[config.mk]
export PLATFORM = sky130hd
export DESIGN_NAME = serial_regbank
export DESIGN_NICKNAME = d
export VERILOG_FILES = /design/src/rtl/srb_pkg.sv /design/src/rtl/srb_rst_sync.sv /design/src/rtl/srb_decode.sv /design/src/rtl/srb_channel.sv /design/src/rtl/serial_regbank.sv
export SDC_FILE = /design/constraint.sdc
export NUM_CORES = 1
export LEC_CHECK = 0
export BUFFER_PORTS_ARGS = -buffer_cell sky130_fd_sc_hd__buf_2
export CAP_MARGIN = 5
export CORE_ASPECT_RATIO = 2
export CORE_MARGIN = 1.5
export CORE_UTILIZATION = 49
export CTS_CLUSTER_DIAMETER = 30
export CTS_CLUSTER_SIZE = 16
export DETAILED_ROUTE_END_ITERATION = 10
export HOLD_SLACK_MARGIN = 0.03
export PLACE_DENSITY = 0.78
export SLEW_MARGIN = 20
export SYNTH_ARGS = -nofsm -noshare
export SYNTH_HDL_FRONTEND = slang
export SYNTH_SLANG_ARGS = --single-unit
[constraint.sdc]
create_clock -name clk -period 4.85 [get_ports clk]
set_input_delay 0.485 -clock clk [delete_from_list [all_inputs] [get_ports clk]]
set_output_delay 0.485 -clock clk [all_outputs]
set_load 0.01 [all_outputs]
[src/rtl/srb_pkg.sv]
package srb_pkg;
  localparam int NCH    = 2;
  localparam int NREG   = 6;
  localparam int DW     = 8;
  localparam int IDX_W  = 3;
  localparam int STRIDE = 8;

  localparam int R_MODE = 0;
  localparam int R_BAUD = 1;
  localparam int R_CTRL = 2;
  localparam int R_TXD  = 3;
  localparam int R_STAT = 4;
  localparam int R_RXD  = 5;

  localparam int RXF_BIT = 6;

  localparam logic [NREG-1:0][DW-1:0] RESET_IMG =
    {8'h00, 8'h84, 8'hFF, 8'h00, 8'hFF, 8'h00};

  typedef struct packed {
    logic             hi_hit;
    logic             lo_hit;
    logic [IDX_W-1:0] hi_idx;
    logic [IDX_W-1:0] lo_idx;
  } lane_sel_t;
endpackage

[src/rtl/srb_rst_sync.sv]
module srb_rst_sync #(
  parameter int STAGES = 2
) (
  input  logic clk,
  input  logic rst_n,
  output logic rst_n_sync
);
  logic [STAGES-1:0] sync_q;

  always_ff @(posedge clk or negedge rst_n) begin
    if (!rst_n) sync_q <= '0;
    else        sync_q <= {sync_q[STAGES-2:0], 1'b1};
  end

  assign rst_n_sync = sync_q[STAGES-1];
endmodule

[src/rtl/srb_decode.sv]
module srb_decode
  import srb_pkg::*;
#(
  parameter int          ADDR_W   = 28,
  parameter logic [3:0]  AREA_ID  = 4'h5,
  parameter logic [8:0]  WIN_BASE = 9'h0C0,
  parameter int          CH_W     = 1
) (
  input  logic [ADDR_W-1:0] addr,
  input  logic              half,
  output lane_sel_t         sel,
  output logic [CH_W-1:0]   ch
);
  localparam int WIN_SIZE = NCH * STRIDE;

  logic [8:0]       off;
  logic [8:0]       rel;
  logic             in_win;
  logic [IDX_W-1:0] idx;
  logic [IDX_W:0]   idx_nx;

  always_comb begin
    off    = addr[8:0];
    rel    = off - WIN_BASE;
    in_win = (addr[ADDR_W-1 -: 4] == AREA_ID) && (off >= WIN_BASE) &&
             (32'(rel) < WIN_SIZE);
    ch     = rel[3 +: CH_W];
    idx    = rel[IDX_W-1:0];
    idx_nx = {1'b0, idx} + 1'b1;
    sel    = '0;
    if (!half) begin
      sel.lo_hit = in_win && (32'(idx) < NREG);
      sel.lo_idx = idx;
    end else if (!off[0]) begin
      sel.hi_hit = in_win && (32'(idx) < NREG);
      sel.hi_idx = idx;
      sel.lo_hit = in_win && (32'(idx_nx) < NREG);
      sel.lo_idx = idx_nx[IDX_W-1:0];
    end
  end
endmodule

[src/rtl/srb_channel.sv]
module srb_channel
  import srb_pkg::*;
(
  input  logic                      clk,
  input  logic                      rst_n,
  input  logic [NREG-1:0]           wen,
  input  logic [NREG-1:0][DW-1:0]   wdat,
  input  logic                      rx_valid,
  input  logic [DW-1:0]             rx_data,
  output logic [NREG-1:0][DW-1:0]   regs_o
);
  logic [NREG-1:0][DW-1:0] regs_q, regs_d;
  logic                    upd;

  always_comb begin
    regs_d = regs_q;
    for (int i = 0; i < NREG; i++) begin
      if (wen[i]) begin
        if (i == R_STAT)     regs_d[i] = regs_q[i] & wdat[i];
        else if (i != R_RXD) regs_d[i] = wdat[i];
      end
    end
    if (rx_valid) begin
      regs_d[R_RXD]          = rx_data;
      regs_d[R_STAT][RXF_BIT] = 1'b1;
    end
    upd = (|wen) | rx_valid;
  end

  always_ff @(posedge clk or negedge rst_n) begin
    if (!rst_n)   regs_q <= RESET_IMG;
    else if (upd) regs_q <= regs_d;
  end

  assign regs_o = regs_q;
endmodule

[src/rtl/serial_regbank.sv]
module serial_regbank
  import srb_pkg::*;
#(
  parameter int ADDR_W = 28
) (
  input  logic              clk,
  input  logic              rst_n,
  input  logic [ADDR_W-1:0] bus_addr,
  input  logic              bus_size,
  input  logic [15:0]       bus_wdata,
  input  logic              bus_we,
  input  logic              bus_re,
  output logic [15:0]       bus_rdata,
  input  logic [NCH-1:0]    rx_done,
  input  logic [NCH*DW-1:0] rx_byte
);
  localparam int CH_W = (NCH > 1) ? $clog2(NCH) : 1;

  logic                              rst_i;
  lane_sel_t                         sel;
  logic [CH_W-1:0]                   ch;
  logic [NCH-1:0][NREG-1:0][DW-1:0]  chan_regs;
  logic [15:0]                       rd_d, rd_q;

  srb_rst_sync #(.STAGES(2)) u_rst (
    .clk(clk), .rst_n(rst_n), .rst_n_sync(rst_i)
  );

  srb_decode #(.ADDR_W(ADDR_W), .CH_W(CH_W)) u_dec (
    .addr(bus_addr), .half(bus_size), .sel(sel), .ch(ch)
  );

  for (genvar c = 0; c < NCH; c++) begin : g_ch
    logic [NREG-1:0]         wen;
    logic [NREG-1:0][DW-1:0] wdat;
    for (genvar r = 0; r < NREG; r++) begin : g_reg
      logic hi_sel, lo_sel;
      assign hi_sel  = sel.hi_hit && (sel.hi_idx == IDX_W'(r));
      assign lo_sel  = sel.lo_hit && (sel.lo_idx == IDX_W'(r));
      assign wen[r]  = bus_we && (ch == CH_W'(c)) && (hi_sel || lo_sel);
      assign wdat[r] = hi_sel ? bus_wdata[15:8] : bus_wdata[7:0];
    end
    srb_channel u_ch (
      .clk(clk), .rst_n(rst_i), .wen(wen), .wdat(wdat),
      .rx_valid(rx_done[c]), .rx_data(rx_byte[c*DW +: DW]),
      .regs_o(chan_regs[c])
    );
  end

  always_comb begin
    rd_d = '0;
    if (sel.hi_hit) rd_d[15:8] = chan_regs[ch][sel.hi_idx];
    if (sel.lo_hit) rd_d[7:0]  = chan_regs[ch][sel.lo_idx];
  end

  always_ff @(posedge clk or negedge rst_i) begin
    if (!rst_i)      rd_q <= '0;
    else if (bus_re) rd_q <= rd_d;
  end

  assign bus_rdata = rd_q;
endmodule

==> results of run 1 <==
-- logic make-up (layout without fill, tap and decap cells) --
group | Yosys count | count (layout) | synth area share [%]
flip-flops | 114 | 114 | 47.0
multiplexers | 109 | 109 | 20.0
AND/OR/NAND/NOR | 97 | 97 | 9.89
AO/OA/AOI/OAI | 139 | 139 | 16.8
XOR/XNOR | 1 | 1 | 0.142
adder cells (fa/ha/maj) | 4 | 4 | 0.813
other | 1 | 1 | 0.0609
buffers and inverters | 81 | 153 | 5.28
-- registers in the layout, summed over array words and instances, names as in the netlist --
register	flops
bus_rdata	16
g_ch.u_ch.regs_o	96
u_rst.sync_q	2
-- final cells by class --
type / instances / area [µm²] / share of cell area [%]
Clock inverter: 10 / 108 / 1.50
Sequential cell: 114 / 2900 / 40.5
Tap cell: 147 / 184 / 2.57
Inverter: 49 / 184 / 2.57
Multi-Input combinational cell: 351 / 2940 / 41.0
Timing Repair Buffer: 72 / 375 / 5.24
Clock buffer: 22 / 474 / 6.62
-- cell usage after synthesis, drive strengths merged, types with 3 or more instances --
cell     n
o21ai   14
or2      4
a21o     3
nand4    3
nand2b   7
inv     49
nor2b    4
a21boi  15
o221ai   7
a21oi   11
ha       4
nor3b    4
a222oi  16
a221oi   7
and2    10
buf     10
clkbuf  22
mux2i   31
nor3    19
a221o   16
mux2    77
dfstp   36
nand3b   3
dfrtp   78
a31oi    7
nor4     3
nor2     8
o22ai   37
nand2   22
-- path summary, 6_finish.rpt --
| check | from | end | slack (ps) | depth (start not counted) |
|---|---|---|---|---|
| max | bus_addr[0] | g_ch[1].u_ch.regs_o[3] | 1940 | 6 |
| min reg2reg | u_rst.sync_q[0] | u_rst.sync_q[1] | 350 | 0 |
| min | rx_byte[12] | g_ch[1].u_ch.regs_o[44] | 300 | 2 |
| max in group asynchronous | u_rst.sync_q[1] | g_ch[0].u_ch.regs_o[6] | 3250 | 1 |
| max reg2reg | g_ch[0].u_ch.regs_o[9] | bus_rdata[1] | 3130 | 5 |
| min in group asynchronous | rst_n | u_rst.sync_q[1] | 380 | 2 |
-- placed cells by master (no fill, tap or decap), types with 7 or more instances in the layout --
cell type   n
o22ai_1    37
a31oi_1     7
a222oi_1   16
a21boi_0   14
nand2b_1    7
buf_2      67
mux2_4      8
clkbuf_16  17
nand2_1    22
nor2_1      8
a221o_1    16
o221ai_1    7
a21oi_1    11
nor3_1     16
dfstp_2    36
inv_1      49
o21ai_0    12
mux2_2     69
mux2i_1    31
and2_1      8
a221oi_1    7
dfrtp_1    77
-- through the flow --
stage / worst slack (ps) / power (W) / instances / utilization (%) / hold slack (ps)
6_report: 1940 / 0.00240 / 765 / 58.7 / 299
3_5_place_dp: 1570 / 0.00119 / 732 / 53.9 / 271
3_3_place_gp: 1620 / 0.00118 / 732 / 53.9 / 270
5_1_grt: 1790 / 0.00247 / 765 / 58.7 / 297
4_1_cts: 1960 / 0.00241 / 765 / 58.7 / 296
2_1_floorplan: 1500 / 0.00111 / 546 / - / 189
-- worst max-delay path: stages --
cell and delay [ps]:
buf_2 280, inv_1 110, ha_1 520, o21ai_1 760
nor3b_2 710, a222oi_1 250
-- per-layer routing --
layer | GRT usage, % | vias up | wire [µm]
met4 | 26.0 | 0 | 1730
met1 | 30.5 | 2412 | 6040
met3 | 6.89 | 91 | 1150
met5 | 0 | - | 0
li1 | - | 2177 | -
met2 | 48.0 | 240 | 9360
-- repair_timing --
action,in CTS,in global routing
buffers inserted,0,0
hold buffers,1,0
hold endpoints to repair,2,0
gates resized for setup,0,0
-- power by group --
part / total [W] / leakage, nW / internal (W) / switching, W
clock network: 0.00123 / 0.283 / 0.000791 / 0.000439
registers: 0.000987 / 1.33 / 0.000969 / 0.0000179
logic: 0.000185 / 1.62 / 0.0000692 / 0.000116
total: 0.00240 / 3.23 / 0.00183 / 0.000573
==> results.yml, run 1 <==
route:
  detail-route-antenna-nets: 0
  wirelength_mm: 18.3
  drt-pass1-iter-count: 5
  dr_total_vias: 4920
  dr_iter_0_viols: 410
  detail_route.vias_per_cell: 6.43
  wire_per_inst_um: 23.9
  route.detailed.drc: 0
placed_design:
  routabilityCongestion: 0.955
  detailed_place_hpwl_mm: 13.0
  placement.cell_area_mm2: 0.00657
  input_output_buffers: 67
synthesis:
  synth_cells: 546
  asyncSetResetFlopFracSynth_pct: 100
  syn-mean-instance-area_um2: 11.3
  synth.top_cell.area_share_pct: 31.7
  synth_nets: 617
  yosys_register_bits: 114
  synth.area.top_cells: "dfrtp_1 (32%), dfstp_2 (15%), mux2_2 (13%), mux2i_1 (5.0%), o22ai_1 (3.8%)"
  synth_seq_area_share_pct: 47.0
  synth_ff_type: "dfrtp_1"
  yosysTopAreaCell: "dfrtp_1"
  syn-cell-area_mm2: 0.00616
  yosysUniqueCellTypes: 55
  yosys_warnings: 0
  synth-edff-count: 0
setup_path:
  timing.critical_path.fanout_max: 19
  timing.critical_path.from_type: "input port"
  cp.arrival_ps: 3130
  worst-setup-path-type: "in2reg"
  critPathRequiredTime_ps: 5070
  kind_of_end_point_of_the_critical_path: "flop"
die:
  core.rowCount: 57
  chipHeight_um: 162
  initial_utilization_pct: 50.5
  floorplan.die_area_mm2: 0.0133
  io-pin-count: 83
  core_area_mm2: 0.0122
  die_width_um: 82.3
global_routing:
  grt.overflow.total: 0
  largest_net_degree_at_the_start_of_global_routing: 65
  via_count_of_the_first_global_routing_pass: 5273
  first_pass_grt_wire_length_mm: 28.6
  grt_antenna_before_repair: 0
  track_usage_pct: 29.6
cells_and_area:
  fillers: 1024
  syn2layout_area_growth_pct: 16.3
  insertedDiodeCount: 0
  postLayoutCellArea_mm2: 0.00716
  fin_nets: 676
  drive_gt1_share_pct: 36.9
timing:
  layout_min_cycle_time_ps: 2910
  timing.final.crit_share_pct: 60.1
  fin_worst_skew_ps: 8.41
  hold_viol_final: 0
  setup_tns_ps: 0
  timing.slew.headroom_pct: 30.6
  achievable-frequency_ghz: 0.343
  grt_setup_unrepaired: "false"
  report.final.slew_viol_count: 0
  setup_viol: 0
  tightestPinTransition_ps: 1030
power_and_ir_drop:
  power.leakage_nw: 3.23
  power_density_mw_per_mm2: 335
  worst_ir_drop_vdd_v: 0.000276
cts:
  clk_pin_slew_worst_paths_ps: 60
  cts_tree: "yes"
  cts.sink_count: 114
  cts-htree-levels: 4
  cts_made_buffers: 17
  clock_root_cell: "clkbuf_16"
  worstSkewPairLatency_ps: 410
  longest_clk_path_bufs: 2
hold_path:
  hold_path_class: "in2reg"
run_status:
  run_status: "complete, no violations"
flow_run:
  cap_violations: 0
Power figures use the tool's default switching activity.
==> run 2: changes to the inputs <==
==> constraint.sdc (replaced) <==
create_clock -name clk -period 2.8 [get_ports clk]
set_input_delay 0.28 -clock clk [delete_from_list [all_inputs] [get_ports clk]]
set_output_delay 0.28 -clock clk [all_outputs]
set_load 0.01 [all_outputs]
==> run 2 against run 1 <==
Effect of this change: first-iteration DRC count rose by 21%; clock power is 76% higher; critical endpoint is now g_ch[1].u_ch.regs_o[28]; combinational power increased by 88%; sequential cell count stayed put; non-clock buffer count rose by 26; largest power group unchanged; critical path type unchanged; via count grew 3.8%.
==> results.yml, run 2 (same netlist as run 1, synthesis figures left out) <==
power_and_ir_drop:
  worst_ir_drop_vdd_v: 0.000466
  power_density_mw_per_mm2: 572
  power.leakage_nw: 3.36
  power.total_w: 0.00422
setup_path:
  cp.arrival_ps: 2540
  crit_cells: 7
  timing.critical_path.fanout_max: 13
  timing.critical_path.max_delay_family: "simple AND/OR/NAND/NOR gates"
  kind_of_end_point_of_the_critical_path: "flop"
  r2r_setup_slack_ps: 1200
  ff2ff_path_depth: 5
  critical_path.reg2reg.startpoint: "g_ch[0].u_ch.regs_o[31]"
  critPathRequiredTime_ps: 3140
  crit_chain: "buf_2 -> ha_1 -> nor4bb_1 -> o2111ai_2 -> or2_4 -> or3_1 -> mux2_4"
  worst-setup-path-type: "in2reg"
  crit_path_top_delay_cell: "or3_1"
  reg2reg_to: "bus_rdata[7]"
  cp_slowest_stage_delay_ps: 610
  timing.critical_path.from_type: "input port"
  critical_path_buf_inv_count: 1
cells_and_area:
  drive_gt1_share_pct: 39.8
  final_instance_count_excl_fillers: 791
  final_core_util_pct: 60.5
  flip_flop_count_of_the_largest_register_after_layout: 96
  insertedDiodeCount: 0
  fin_nets: 702
  mostFrequentLayoutCells: "dfrtp_1 (77), mux2_2 (69), buf_2 (67)"
  syn2layout_area_growth_pct: 19.8
  leading_cell_type_in_the_layout_fill_and_taps_excluded: "dfrtp_1"
global_routing:
  grt.met1_usage_pct: 31.6
  grt.overflow.total: 0
  global_route.usage.met2_pct: 48.2
  grt_most_used_layer: "met2"
  via_count_of_the_first_global_routing_pass: 5326
  largest_net_degree_at_the_start_of_global_routing: 56
  first_pass_grt_wire_length_mm: 28.6
  grt_antenna_before_repair: 0
  use_met3_pct: 6.33
  track_usage_pct: 29.8
timing:
  timing.slew.headroom_pct: 48.6
  timing.final.crit_share_pct: 78.3
  tightestPinTransition_ps: 771
  achievable-frequency_ghz: 0.456
  grt_setup_unrepaired: "false"
  whs_ps: 90.3
  fin_worst_skew_ps: 10.1
  hold_viol_final: 0
  layout_min_cycle_time_ps: 2190
  setup_viol: 0
  report.final.slew_viol_count: 0
  setup_tns_ps: 0
hold_path:
  hold_path_class: "in2reg"
  min_delay_path_depth: 2
  worst_hold_path.endpoint: "g_ch[0].u_ch.regs_o[41]"
  hold_path.startpoint: "rx_byte[1]"
cts:
  number_of_buffers_inserted_for_hold_repair_after_clock_tree_synthesis: 1
  buffers_inserted_by_post_cts_timing_repair: 0
  clk_pin_slew_worst_paths_ps: 60
  cts_tree: "yes"
  ctsResizeCount: 0
  longest_clk_path_bufs: 2
  cts-htree-levels: 4
  worstSkewPairLatency_ps: 420
  cts.sink_count: 114
  clock_root_cell: "clkbuf_16"
  cts_made_buffers: 17
die:
  initial_utilization_pct: 50.5
  io-pin-count: 83
  floorplan.die_area_mm2: 0.0133
  die_width_um: 82.3
  chipHeight_um: 162
  core.rowCount: 57
  core_area_mm2: 0.0122
route:
  drt-pass1-iter-count: 9
  wire_per_inst_um: 23.4
  wirelength_mm: 18.5
  dr_total_vias: 5108
  detail-route-antenna-nets: 0
  route.detailed.drc: 0
  detail_route.vias_per_cell: 6.46
  dr_iter_0_viols: 497
flow_run:
  cap_violations: 0
placed_design:
  input_output_buffers: 67
  routabilityCongestion: 0.982
  detailed_place_hpwl_mm: 13.4
  place_inst: 758
run_status:
  run_status: "complete, no violations"
[run 2: cell count changes in the layout (fill, tap and decap cells not counted)]
cell	change
buf_4	+25
clkinv_4	+1
clkinv_2	-3
clkbuf_1	-1
buf_12	+1
clkinv_1	-1
inv_6	+4
clkinvlp_4	+2
clkbuf_8	-2
[run 2: worst max path at each step]
stage           startpoint                      end  slack (ps)
3_3_place_gp   bus_addr[6]  g_ch[1].u_ch.regs_o[28]         210
3_5_place_dp   bus_addr[6]  g_ch[1].u_ch.regs_o[28]         170
5_1_grt        bus_addr[6]   g_ch[1].u_ch.regs_o[1]         500
2_1_floorplan  bus_addr[0]  g_ch[1].u_ch.regs_o[24]         210
6_report       bus_addr[6]  g_ch[1].u_ch.regs_o[28]         610
4_1_cts        bus_addr[6]  g_ch[1].u_ch.regs_o[28]         610
[run 2: metrics by stage]
stage | cell area [µm²] | worst slack [ps]
floorplan | 6160 | 213
global placement | 6780 | 215
detailed placement | 6780 | 170
CTS | 7380 | 611
global route | 7380 | 495
finish | 7380 | 609
[run 2: report_power, final]
group	switching (W)	leakage (nW)	internal, W
sequential	0.0000286	1.33	0.00168
combinational	0.000214	1.76	0.000135
clock	0.000820	0.277	0.00134
[run 2: layout make-up]
| type | count | area [µm²] |
|---|---|---|
| clock inverters | 13 | 148 |
| repair buffers | 98 | 583 |
| fillers | 1016 | 4820 |
| inverters | 49 | 184 |
| clock buffers | 19 | 443 |
| flip-flops and latches | 114 | 2900 |
| well taps | 147 | 184 |
| multi-input cells | 351 | 2940 |
[run 2: routing by layer]
metal | routed length, µm | part of all wire, % | vias up
li1 | - | - | 2230
met1 | 6180 | 33 | 2502
met4 | 1800 | 9.8 | 0
met5 | 0 | 0 | -
met2 | 9390 | 51 | 285
met3 | 1100 | 5.9 | 91
